--- config.mk ---
export PLATFORM = sky130hd
export DESIGN_NAME = irq_flag_ctrl
export DESIGN_NICKNAME = d
export VERILOG_FILES = /design/src/rtl/irq_flag_pkg.sv /design/src/rtl/irq_sync.sv /design/src/rtl/irq_ext_flag.sv /design/src/rtl/irq_pulse_flag.sv /design/src/rtl/irq_flag_ctrl.sv
export SDC_FILE = /design/constraint.sdc
export NUM_CORES = 1
export LEC_CHECK = 0
export BUFFER_PORTS_ARGS = -buffer_cell sky130_fd_sc_hd__buf_2
export CAP_MARGIN = 10
export CORE_MARGIN = 5
export CORE_UTILIZATION = 43
export DETAILED_ROUTE_END_ITERATION = 16
export GPL_TIMING_DRIVEN = 0
export PLACE_DENSITY = 0.83
export SYNTH_ARGS = -nofsm -noshare
export SYNTH_HDL_FRONTEND = slang
export SYNTH_SLANG_ARGS = --single-unit
--- constraint.sdc ---
create_clock -name clk_i -period 1.05 [get_ports clk_i]
set_clock_uncertainty 0.1 [all_clocks]
set_input_delay 0.105 -clock clk_i [delete_from_list [all_inputs] [get_ports clk_i]]
set_output_delay 0.105 -clock clk_i [all_outputs]
set_load 0.05 [all_outputs]
--- src/rtl/irq_flag_pkg.sv ---
package irq_flag_pkg;
  localparam int unsigned REG_W   = 8;
  localparam int unsigned GEN_BIT = 7;

  typedef enum logic [1:0] {
    ADDR_FLAG = 2'd0,
    ADDR_EN   = 2'd1,
    ADDR_TYPE = 2'd2,
    ADDR_NONE = 2'd3
  } reg_addr_e;
endpackage

--- src/rtl/irq_sync.sv ---
module irq_sync #(
  parameter int unsigned STAGES = 2,
  parameter logic        RST_VAL = 1'b1
) (
  input  logic clk_i,
  input  logic rst_ni,
  input  logic d_i,
  output logic q_o
);
  logic [STAGES-1:0] chain_q;

  always_ff @(posedge clk_i or negedge rst_ni) begin
    if (!rst_ni) chain_q <= {STAGES{RST_VAL}};
    else         chain_q <= {chain_q[STAGES-2:0], d_i};
  end

  assign q_o = chain_q[STAGES-1];
endmodule

--- src/rtl/irq_ext_flag.sv ---
module irq_ext_flag #(
  parameter int unsigned SYNC_STAGES = 2
) (
  input  logic clk_i,
  input  logic rst_ni,
  input  logic pin_n_i,
  input  logic edge_mode_i,
  input  logic wr_i,
  input  logic wr_val_i,
  input  logic ack_i,
  output logic flag_o
);
  logic pin_s, prev_q, fall, flag_q;

  irq_sync #(.STAGES(SYNC_STAGES), .RST_VAL(1'b1)) u_sync (
    .clk_i (clk_i),
    .rst_ni(rst_ni),
    .d_i   (pin_n_i),
    .q_o   (pin_s)
  );

  always_ff @(posedge clk_i or negedge rst_ni) begin
    if (!rst_ni) prev_q <= 1'b1;
    else         prev_q <= pin_s;
  end

  assign fall = prev_q & ~pin_s;

  // level mode: flag tracks the pin, writes and acks ignored
  always_ff @(posedge clk_i or negedge rst_ni) begin
    if (!rst_ni)           flag_q <= 1'b0;
    else if (!edge_mode_i) flag_q <= ~pin_s;
    else if (fall)         flag_q <= 1'b1;
    else if (wr_i)         flag_q <= wr_val_i;
    else if (ack_i)        flag_q <= 1'b0;
  end

  assign flag_o = flag_q;

  p_edge_ack_clear_r5: assert property (@(posedge clk_i) disable iff (!rst_ni)
    (edge_mode_i && ack_i && !fall && !wr_i) |=> !flag_o);

  p_level_ack_keep_r3: assert property (@(posedge clk_i) disable iff (!rst_ni)
    (!edge_mode_i && ack_i && !pin_s) |=> flag_o);

  p_edge_fall_set_r4: assert property (@(posedge clk_i) disable iff (!rst_ni)
    (edge_mode_i && $fell(pin_s)) |=> flag_o);
endmodule

--- src/rtl/irq_pulse_flag.sv ---
module irq_pulse_flag (
  input  logic clk_i,
  input  logic rst_ni,
  input  logic set_i,
  input  logic wr_i,
  input  logic wr_val_i,
  input  logic ack_i,
  output logic flag_o
);
  logic flag_q;

  // hardware set dominates write, write dominates ack
  always_ff @(posedge clk_i or negedge rst_ni) begin
    if (!rst_ni)    flag_q <= 1'b0;
    else if (set_i) flag_q <= 1'b1;
    else if (wr_i)  flag_q <= wr_val_i;
    else if (ack_i) flag_q <= 1'b0;
  end

  assign flag_o = flag_q;

  p_set_wins_r7: assert property (@(posedge clk_i) disable iff (!rst_ni)
    set_i |=> flag_o);

  p_ack_clear_r6: assert property (@(posedge clk_i) disable iff (!rst_ni)
    (ack_i && !set_i && !wr_i) |=> !flag_o);
endmodule

--- src/rtl/irq_flag_ctrl.sv ---
module irq_flag_ctrl
  import irq_flag_pkg::*;
#(
  parameter int unsigned N_EXT       = 2,
  parameter int unsigned N_TMR       = 2,
  parameter int unsigned SYNC_STAGES = 2,
  localparam int unsigned NSRC       = N_EXT + N_TMR + 1
) (
  input  logic             clk_i,
  input  logic             rst_ni,
  input  logic [N_EXT-1:0] ext_n_i,
  input  logic [N_TMR-1:0] tmr_ovf_i,
  input  logic             rld_evt_i,
  output logic             rld_evt_o,
  input  logic             wr_en_i,
  input  logic [1:0]       addr_i,
  input  logic [REG_W-1:0] wr_data_i,
  output logic [REG_W-1:0] rd_data_o,
  input  logic [NSRC-1:0]  ack_i,
  output logic [NSRC-1:0]  irq_o
);
  localparam int unsigned TMR_LO = N_EXT;
  localparam int unsigned RLD_IX = N_EXT + N_TMR;

  logic [NSRC-1:0]  flags, en_q, irq_q;
  logic [N_EXT-1:0] type_q;
  logic             gen_q;
  logic             wr_flag, wr_en_reg, wr_type;
  reg_addr_e        addr;

  assign addr      = reg_addr_e'(addr_i);
  assign wr_flag   = wr_en_i && (addr == ADDR_FLAG);
  assign wr_en_reg = wr_en_i && (addr == ADDR_EN);
  assign wr_type   = wr_en_i && (addr == ADDR_TYPE);

  always_ff @(posedge clk_i or negedge rst_ni) begin
    if (!rst_ni) begin
      en_q   <= '0;
      gen_q  <= 1'b0;
      type_q <= '0;
    end else begin
      if (wr_en_reg) begin
        en_q  <= wr_data_i[NSRC-1:0];
        gen_q <= wr_data_i[GEN_BIT];
      end
      if (wr_type) type_q <= wr_data_i[N_EXT-1:0];
    end
  end

  for (genvar i = 0; i < N_EXT; i++) begin : g_ext
    irq_ext_flag #(.SYNC_STAGES(SYNC_STAGES)) u_ext (
      .clk_i      (clk_i),
      .rst_ni     (rst_ni),
      .pin_n_i    (ext_n_i[i]),
      .edge_mode_i(type_q[i]),
      .wr_i       (wr_flag),
      .wr_val_i   (wr_data_i[i]),
      .ack_i      (ack_i[i]),
      .flag_o     (flags[i])
    );
  end

  for (genvar j = 0; j < N_TMR; j++) begin : g_tmr
    irq_pulse_flag u_tmr (
      .clk_i   (clk_i),
      .rst_ni  (rst_ni),
      .set_i   (tmr_ovf_i[j]),
      .wr_i    (wr_flag),
      .wr_val_i(wr_data_i[TMR_LO+j]),
      .ack_i   (ack_i[TMR_LO+j]),
      .flag_o  (flags[TMR_LO+j])
    );
  end

  irq_pulse_flag u_rld (
    .clk_i   (clk_i),
    .rst_ni  (rst_ni),
    .set_i   (rld_evt_i),
    .wr_i    (wr_flag),
    .wr_val_i(wr_data_i[RLD_IX]),
    .ack_i   (ack_i[RLD_IX]),
    .flag_o  (flags[RLD_IX])
  );

  // reload event never depends on the enables
  assign rld_evt_o = rld_evt_i;

  always_ff @(posedge clk_i or negedge rst_ni) begin
    if (!rst_ni) irq_q <= '0;
    else         irq_q <= flags & en_q & {NSRC{gen_q}};
  end

  assign irq_o = irq_q;

  always_comb begin
    rd_data_o = '0;
    unique case (addr)
      ADDR_FLAG: rd_data_o[NSRC-1:0] = flags;
      ADDR_EN: begin
        rd_data_o[NSRC-1:0] = en_q;
        rd_data_o[GEN_BIT]  = gen_q;
      end
      ADDR_TYPE: rd_data_o[N_EXT-1:0] = type_q;
      default:   rd_data_o = '0;
    endcase
  end

  p_global_mask_r9: assert property (@(posedge clk_i) disable iff (!rst_ni)
    !gen_q |=> (irq_o == '0));

  p_enable_gate_r8: assert property (@(posedge clk_i) disable iff (!rst_ni)
    1'b1 |=> ((irq_o & ~$past(en_q)) == '0));

  p_irq_needs_flag_r13: assert property (@(posedge clk_i) disable iff (!rst_ni)
    1'b1 |=> ((irq_o & ~$past(flags)) == '0));
endmodule

Yosys cells after proc, flatten, opt, wreduce, memory -nomap -nowiden:

Index checks and enable logic that the tools add are counted.

* output and inout bits: 14
* bits in writable memories: 0
* bits in latches: 0
* input port bits: 23
* bits in read-only memories: 0
* memories: 0
* register bits: 24

* magnitude comparators: 0
* div/mod/pow operators: 0
* $add $sub $neg: 0
* multiply operators: 0
* reduce and logical (&&, ||, !) cells: 7
* bitwise operators: 6
* shifts and indexed selects: 0
* mux-type cells: 20
* equal/unequal tests: 4

Operators with widths (number)
* $mux 1: 18
* $and 5x5->5: 2
* $reduce_bool 3->1: 3
* $ne 4x2->1 const B: 2
* $pmux 2 s3: 1
* $pmux 3 s2: 1
* $logic_and 1x1->1: 3
* $and 1x1->1: 2
* $eq 2x1->1 const B: 1
* $eq 2x2->1 const B: 1
* $logic_not 2->1: 1
* $not 1->1: 2

Depth between registers and ports, before layout:

Gate-level depths: netlist of the first run.

* depth in word-level cells: 5
* gate-level depth with buffers: 4
* mapped depth without buffers: 3

Hierarchy:

A second synthesis of the first run with hierarchy kept.

* cell total of the unflattened synthesis: 72
* area total of the unflattened synthesis: 1031.0 sq um

By module, submodules not included
* irq_flag_ctrl: cells an instance 47, instances 1, area each 636.9 sq um
* irq_ext_flag: cells an instance 6, instances 2, area each 86.3 sq um
* irq_pulse_flag: cells an instance 3, instances 3, area each 38.8 sq um
* irq_sync: cells an instance 2, instances 2, area each 52.6 sq um

Worst setup path before layout of the first run:

No wires, ideal clock.

* kind: reg-to-output
* from: register type_q[0]
* to: output rd_data_o[0]
* data required time: 0.845 ns
* arrival: 1.534 ns
* setup slack: -0.689 ns
* buffers on the path: 0
* stages on the path, launching flop included: 3
* cell sequence: dfrtp_1 mux2i_1 o21ai_0

* longest elaborated chain between the ends: 1

RTL lines
* from (decl): RTL line irq_flag_ctrl.sv:26 `logic [N_EXT-1:0] type_q;`
* from (signal assigned): RTL line irq_flag_ctrl.sv:46 `if (wr_type) type_q <= wr_data_i[N_EXT-1:0];`
* $pmux 2 s3: RTL line irq_flag_ctrl.sv:97 `unique case (addr)`
* to (decl): RTL line irq_flag_ctrl.sv:18 `output logic [REG_W-1:0] rd_data_o,`

No other way between the ends.

Final worst setup path of the first run:

* from: register g_ext[1].u_ext.flag_q
* to: output rd_data_o[1]

* longest elaborated chain between the ends: 1

RTL lines
* from (decl): RTL line irq_ext_flag.sv:13 `logic pin_s, prev_q, fall, flag_q;`
* from (signal assigned): RTL line irq_ext_flag.sv:32 `else if (!edge_mode_i) flag_q <= ~pin_s;`
* from (signal assigned): RTL line irq_ext_flag.sv:34 `else if (wr_i) flag_q <= wr_val_i;`
* $pmux 2 s3: RTL line irq_flag_ctrl.sv:97

No other way between the ends.

==> reports/metrics.yaml, run 1 <==
clocking:
  ctsLongestPathBuffers: 2
  ctsHtreeMaxLevel: 1
  cts_made_buffers: 3
  cts_tree: "yes"
  numClockSinks: 24
  clkSlewWorstSetupHoldPaths_ns: 0.14
  ctsRootBufferMaster: "clkbuf_4"
  insertion_delay_ns: 0.31
logic_synthesis:
  ys_warn_count: 0
  postSynthAreaPerCell_um2: 13.46
  synth_edf_count: 0
  yosys-top-cells-count: "dfrtp_1, mux2_2, dfstp_2"
  synth_most_common_cell: "dfrtp_1"
  synth_top_area_share: 0.4461
  ys.flop_type: "dfrtp_1"
  synth_area_um2: 1010
  ys_seq_area_frac: 0.6022
  synthCells: 75
  synth.distinct_cells: 24
  yosysTopAreaCell: "dfrtp_1"
  ys_ff_latch: 24
  async_flop_share: 1.000
  synth_area_leaders: "dfrtp_1, dfstp_2, mux2_2"
floorplanning:
  die_area_um2: 3418
  ios: 37
  start_util: 0.4521
  dieHeight_um: 58.46
  rows: 17
  core_um2: 2233
  die_w_um: 58.46
worst_hold_path:
  hold_class: "input pin to flip-flop"
  hold_depth: 3
placement:
  placement.cell_area_um2: 1265
  dpl.hpwl_um: 1440
  io_buffers: 30
  place_congestion: 0.7381
setup_path:
  crit_arrival_ns: 1.14
  slowest_delay_ns: 0.41
  worst_setup_path_end_kind: "primary output"
  worstSetupStartpointType: "flip-flop"
  crit_fanout: 2
  ff2ff_path_depth: 4
  criticalPathCategory: "flip-flop to primary output"
  required_ns: 0.84
  path_cells: "mux2i_2, o21ai_4, buf_6"
  cp_slowest_cell: "dfrtp_1"
sta:
  whs_ns: 0.08020
  setup_viol: 13
  worstMarginPinSlew_ns: 0.5172
  timing.slew.headroom: 0.6552
  rsz0062_at_grt: "yes"
  period_share: 1.276
  final-hold-violation-count: 0
  fin_ws_ns: -0.2900
  max_freq_ghz: 0.7463
  maxSlewViolCount: 0
  tns_ns: -1.594
  finalCriticalPeriod_ns: 1.340
drt:
  drt_iter0_drc: 5
  post_drt_wl_per_cell_um: 14.08
  drtAntennaViolNets: 0
  routed_wl_um: 2252
  route.vias.total: 795
  avgViaCountPerCell: 4.969
  dr.pass1.iters: 4
  drcViolationCount: 0
grt:
  grt_usage: 0.1440
  grt_max_degree: 25
  antenna_found_initial: 0
  grt_pass1_wl_um: 3760
  overflow: 0
  grt_pass1_vias: 812
run:
  maxCapViolations: 0
final_layout:
  drive_gt1_frac: 0.5833
  fin_nets: 156
  antenna_cells: 0
  syn2layout_area_growth_pct: 57.37
  fin_util: 0.7115
  stdcell_area_um2: 1589
outcome:
  violations: "setup timing"
  run_status: "finished, violations left"
power_and_ir_drop:
  irDropWorstVdd_uv: 1512
  power.leakage_nw: 0.7796
  power.density_nw_per_um2: 1493
## path summary, 6_finish.rpt
kind	start	to	slack [ns]
setup / recovery	g_ext[1].u_ext.flag_o$_DFFE_PN0P_	rd_data_o[1]	-0.29
hold / removal	ack_i[3]	g_tmr[1].u_tmr.flag_o$_DFFE_PN0P_	0.08
setup reg to reg	type_q[0]$_DFFE_PN0P_	g_ext[0].u_ext.flag_o$_DFFE_PN0P_	-0.06
min in group asynchronous	rst_ni	irq_o[4]$_DFF_PN0_	0.18
hold reg to reg	g_ext[1].u_ext.u_sync.chain_q[0]$_DFF_PN1_	g_ext[1].u_ext.u_sync.chain_q[1]$_DFF_PN1_	0.27
max in group asynchronous	rst_ni	gen_q$_DFFE_PN0P_	0.30
## worst max-delay path, delay by kind of cell (launching register included)
kind                   cells  cell delay, ns
AOI/OAI and AO/OA          1            0.07
DFF                        1            0.41
buffers and inverters      1            0.15
muxes                      1            0.21
## sequential cells by signal, summed over array words and instances (netlist names)
signal / flops
en_q: 5
g_ext.u_ext.flag_o: 2
g_ext.u_ext.prev_q: 2
g_ext.u_ext.u_sync.chain_q: 4
g_tmr.u_tmr.flag_o: 2
gen_q: 1
irq_o: 5
type_q: 2
u_rld.flag_o: 1
## per-stage QoR
step                      std cells  worst slack [ns]  power (mW)
after global routing            160           -0.3575       2.514
after global placement          134           -0.2379       1.713
final                           160           -0.2900       2.372
after CTS                       159           -0.3026       2.348
after floorplan                  76          -0.08368       1.574
after detailed placement        134           -0.2634       1.730
## layout by cell type, fill, tap and decap left out
| cell | count |
|---|---|
| mux2i_2 | 1 |
| nor3b_1 | 3 |
| inv_1 | 1 |
| and2b_2 | 1 |
| nor2b_4 | 1 |
| nor3b_4 | 1 |
| buf_12 | 1 |
| dfrtp_1 | 17 |
| nor3_1 | 1 |
| nand3_1 | 1 |
| o221ai_2 | 1 |
| dfrtp_2 | 1 |
| buf_2 | 19 |
| buf_6 | 12 |
| nand2_1 | 3 |
| a311o_1 | 1 |
| clkbuf_1 | 1 |
| nand2_4 | 1 |
| dfstp_2 | 6 |
| buf_4 | 10 |
| o21ai_2 | 1 |
| a21oi_1 | 1 |
| o21ai_4 | 1 |
| and3_1 | 5 |
| conb_1 | 2 |
| and2_4 | 1 |
| mux2i_1 | 4 |
| buf_8 | 2 |
| clkbuf_4 | 3 |
| dlygate4sd3_1 | 13 |
| mux2_4 | 6 |
| nor2_2 | 3 |
| mux2_2 | 2 |
| nand3b_1 | 2 |
| a211o_2 | 3 |
## cells by family after synthesis
group	synth area share
AO/OA/AOI/OAI	0.06320
buffers and inverters	0.04832
flip-flops	0.6022
multiplexers	0.1388
other	0.003714
AND/OR/NAND/NOR	0.1437
## per-layer routing
layer  part of all wire  global-route usage  vias up
met5                  0                   0        -
met4              0.019             0.04967        0
met3              0.071             0.03509        4
met2               0.51              0.2392       31
met1               0.40              0.1825      385
li1                   -                   -      375
## where the power goes
part / total, mW / switching (mW) / internal [mW] / leakage [nW]
clock: 0.420 / 0.272 / 0.148 / 0.0150
sequential: 1.11 / 0.0662 / 1.05 / 0.280
combinational: 0.838 / 0.416 / 0.422 / 0.485
total: 2.37 / 0.754 / 1.62 / 0.780
## layout make-up
class                           instances  area [um^2]
Buffer                                  5        57.56
Multi-Input combinational cell         46        429.2
Timing Repair Buffer                   52        427.9
Clock buffer                            4        26.28
Tap cell                               28        35.03
Inverter                                1        3.754
Fill cell                             177        644.4
Sequential cell                        24        609.3
## repair_timing
item / in CTS / in global routing
hold buffers: 13 / 0
gates cloned: 0 / 0
setup endpoints to repair: 12 / 15
buffers inserted: 8 / 2
pin swaps: 0 / 1
endpoints found under the hold margin: 33 / 0
resized for setup: 26 / 4
No activity file was read; power rests on OpenSTA's default activity.
==> run 2, diff against run 1 <==
GPL_TIMING_DRIVEN = unset   (was 0)
RECOVER_POWER = 25   (was unset)
==> run 2 against run 1 <==
Net effect: the run still ends with setup timing left; setup slack worse by 0.012 ns; count of clock-buffer cells in the layout stayed put; first-iteration DRC count grew to 2.6 times the previous value; critical path type unchanged; largest cell class unchanged.
==> reports/metrics.yaml, run 2 (same netlist as run 1, synthesis figures left out) <==
outcome:
  run_status: "finished, violations left"
  violations: "setup timing"
grt:
  grtUsageMet2: 0.2536  # +0.01435
  grt_usage: 0.1492  # +0.005147
  grt_pass1_wl_um: 3801  # +1.1%
  grt_pass1_vias: 846  # +4.2%
  overflow: 0  # unchanged
  met3_usage: 0.02412  # -0.01096
  busiest_layer: "met2"
  grt_util_met1: 0.1925  # +0.01002
  grt_max_degree: 25  # unchanged
  antenna_found_initial: 0  # unchanged
drt:
  dr.pass1.iters: 2  # -2
  route.vias.total: 788  # -0.88%
  post_drt_wl_per_cell_um: 14.16  # +0.60%
  routed_wl_um: 2308  # +2.5%
  drt_iter0_drc: 13  # +8
  drtAntennaViolNets: 0  # unchanged
  avgViaCountPerCell: 4.834  # -2.7%
  drcViolationCount: 0  # unchanged
clocking:
  ctsHtreeMaxLevel: 1  # unchanged
  numClockSinks: 24  # unchanged
  cts_tree: "yes"
  ctsLongestPathBuffers: 2  # unchanged
  cts_made_buffers: 3  # unchanged
  clkSlewWorstSetupHoldPaths_ns: 0.12  # -0.02 ns
  insertion_delay_ns: 0.31  # about the same
  ctsRootBufferMaster: "clkbuf_4"
placement:
  place_ws_ns: -0.1591  # +0.1042 ns
  dpl.hpwl_um: 1673  # +16%
  place_congestion: 0.8197  # +11%
  io_buffers: 32  # +6.7%
sta:
  finalCriticalPeriod_ns: 1.352  # +0.01177 ns
  max_freq_ghz: 0.7398  # -0.87%
  timing.slew.headroom: 0.6038  # -0.05136
  worstMarginPinSlew_ns: 0.5968  # +0.07960 ns
  period_share: 1.287  # +0.01121
  tns_ns: -1.658  # -0.06376 ns
  final-hold-violation-count: 0  # unchanged
  setup_viol: 12  # -1
  maxSlewViolCount: 0  # unchanged
  rsz0062_at_grt: "yes"
  fin_ws_ns: -0.3018  # -0.01177 ns
setup_path:
  reg2reg_slack_ns: -0.08  # -0.02 ns
  ff2ff_path_depth: 3  # -1
  criticalPathCategory: "flip-flop to primary output"
  worst_setup_path_end_kind: "primary output"
  required_ns: 0.84  # about the same
  crit_arrival_ns: 1.15  # about the same
  worstSetupStartpointType: "flip-flop"
  critical-path-top-delay-family: "flip-flops"
  crit_fanout: 2  # unchanged
  slowest_delay_ns: 0.41  # about the same
  crit_buf_inv: 1  # unchanged
  path_cells: "mux2i_2, o21ai_4, buf_6"
  cp_slowest_cell: "dfrtp_1"
  crit_cells: 3  # unchanged
worst_hold_path:
  hold_depth: 3  # unchanged
  hold_class: "input pin to flip-flop"
final_layout:
  antenna_cells: 0  # unchanged
  fillCellCount: 175  # -1.1%
  fin_util: 0.7036  # -0.007844
  layout_common_cells: "buf_2, dfrtp_1, buf_4"
  final_common_cell: "buf_2"
  fin_nets: 159  # +1.9%
  syn2layout_area_growth_pct: 55.64
  drive_gt1_frac: 0.5778  # -0.005556
power_and_ir_drop:
  p_clk_frac: 0.174  # -0.003
  combPwrFrac: 0.346  # -0.007
  p_int_mw: 1.592  # -1.7%
  power_frac_seq: 0.480  # +0.010
  power_mw: 2.337  # -1.5%
  power.density_nw_per_um2: 1487  # -0.38%
  switching_share: 0.3190  # +0.001279
  irDropWorstVdd_uv: 1195  # -21%
  power_switching_uw: 745.5  # -1.1%
  power.leakage_nw: 0.7738  # -0.74%
floorplanning:
  die_area_um2: 3418  # unchanged
  start_util: 0.4521  # unchanged
  ios: 37  # unchanged
  die_w_um: 58.46  # unchanged
  dieHeight_um: 58.46  # unchanged
  rows: 17  # unchanged
  core_um2: 2233  # unchanged
run:
  maxCapViolations: 0  # unchanged
==> run 2: worst reg2reg max path, cell delays in order (launching register included) <==
cell and delay [ns]:
dfrtp_1 0.40, buf_4 0.14, buf_4 0.12, a311o_1 0.26
==> run 2: area by class of cell <==
type | instances | area [um^2] | share of cell area
Sequential cell | 24 | 609.3 | 0.3877
Tap cell | 28 | 35.03 | 0.02229
Inverter | 1 | 3.754 | 0.002389
Multi-Input combinational cell | 46 | 419.2 | 0.2667
Clock buffer | 4 | 26.28 | 0.01672
Timing Repair Buffer | 60 | 478.0 | 0.3041
==> run 2: metal layers <==
metal | up-vias | wire [um]
met1 | 378 | 994
met4 | 0 | 29
met2 | 26 | 1144
li1 | 382 | -
met3 | 2 | 139
met5 | - | 0
==> run 2: per-stage QoR <==
stage	instances	cell area, um^2	hold WS (ns)
after floorplan	76	1080	-0.2906
after global placement	142	1300	-0.0009333
after detailed placement	142	1300	0.01176
after CTS	163	1565	0.07281
after global routing	163	1572	0.07585
final	163	1572	0.08582
==> run 2: path summary, 6_finish.rpt <==
| kind | to | start |
|---|---|---|
| min in group asynchronous | g_ext[1].u_ext.flag_o$_DFFE_PN0P_ | rst_ni |
| worst min register to register | g_ext[0].u_ext.u_sync.chain_q[1]$_DFF_PN1_ | g_ext[0].u_ext.u_sync.chain_q[0]$_DFF_PN1_ |
| max in group asynchronous | gen_q$_DFFE_PN0P_ | rst_ni |
| worst max-delay path | rd_data_o[1] | type_q[1]$_DFFE_PN0P_ |
| worst min-delay path | u_rld.flag_o$_DFFE_PN0P_ | ack_i[4] |
| worst max register to register | g_ext[0].u_ext.flag_o$_DFFE_PN0P_ | type_q[0]$_DFFE_PN0P_ |
==> run 2: timing repair <==
| action | 4_1_cts | 5_1_grt |
|---|---|---|
| hold endpoints to repair | 33 | 0 |
| hold buffers | 13 | 0 |
| setup buffers | 4 | 0 |
| setup endpoints to repair | 12 | 13 |
| resized for setup | 26 | 2 |
==> run 2: power groups by stage <==
stage / Combinational, mW / Clock (mW) / Sequential (mW)
after floorplan: 0.364 / 0 / 1.21
after global placement: 0.613 / 0 / 1.13
after detailed placement: 0.630 / 0 / 1.14
after CTS: 0.804 / 0.424 / 1.12
after global routing: 0.858 / 0.457 / 1.13
final: 0.809 / 0.407 / 1.12
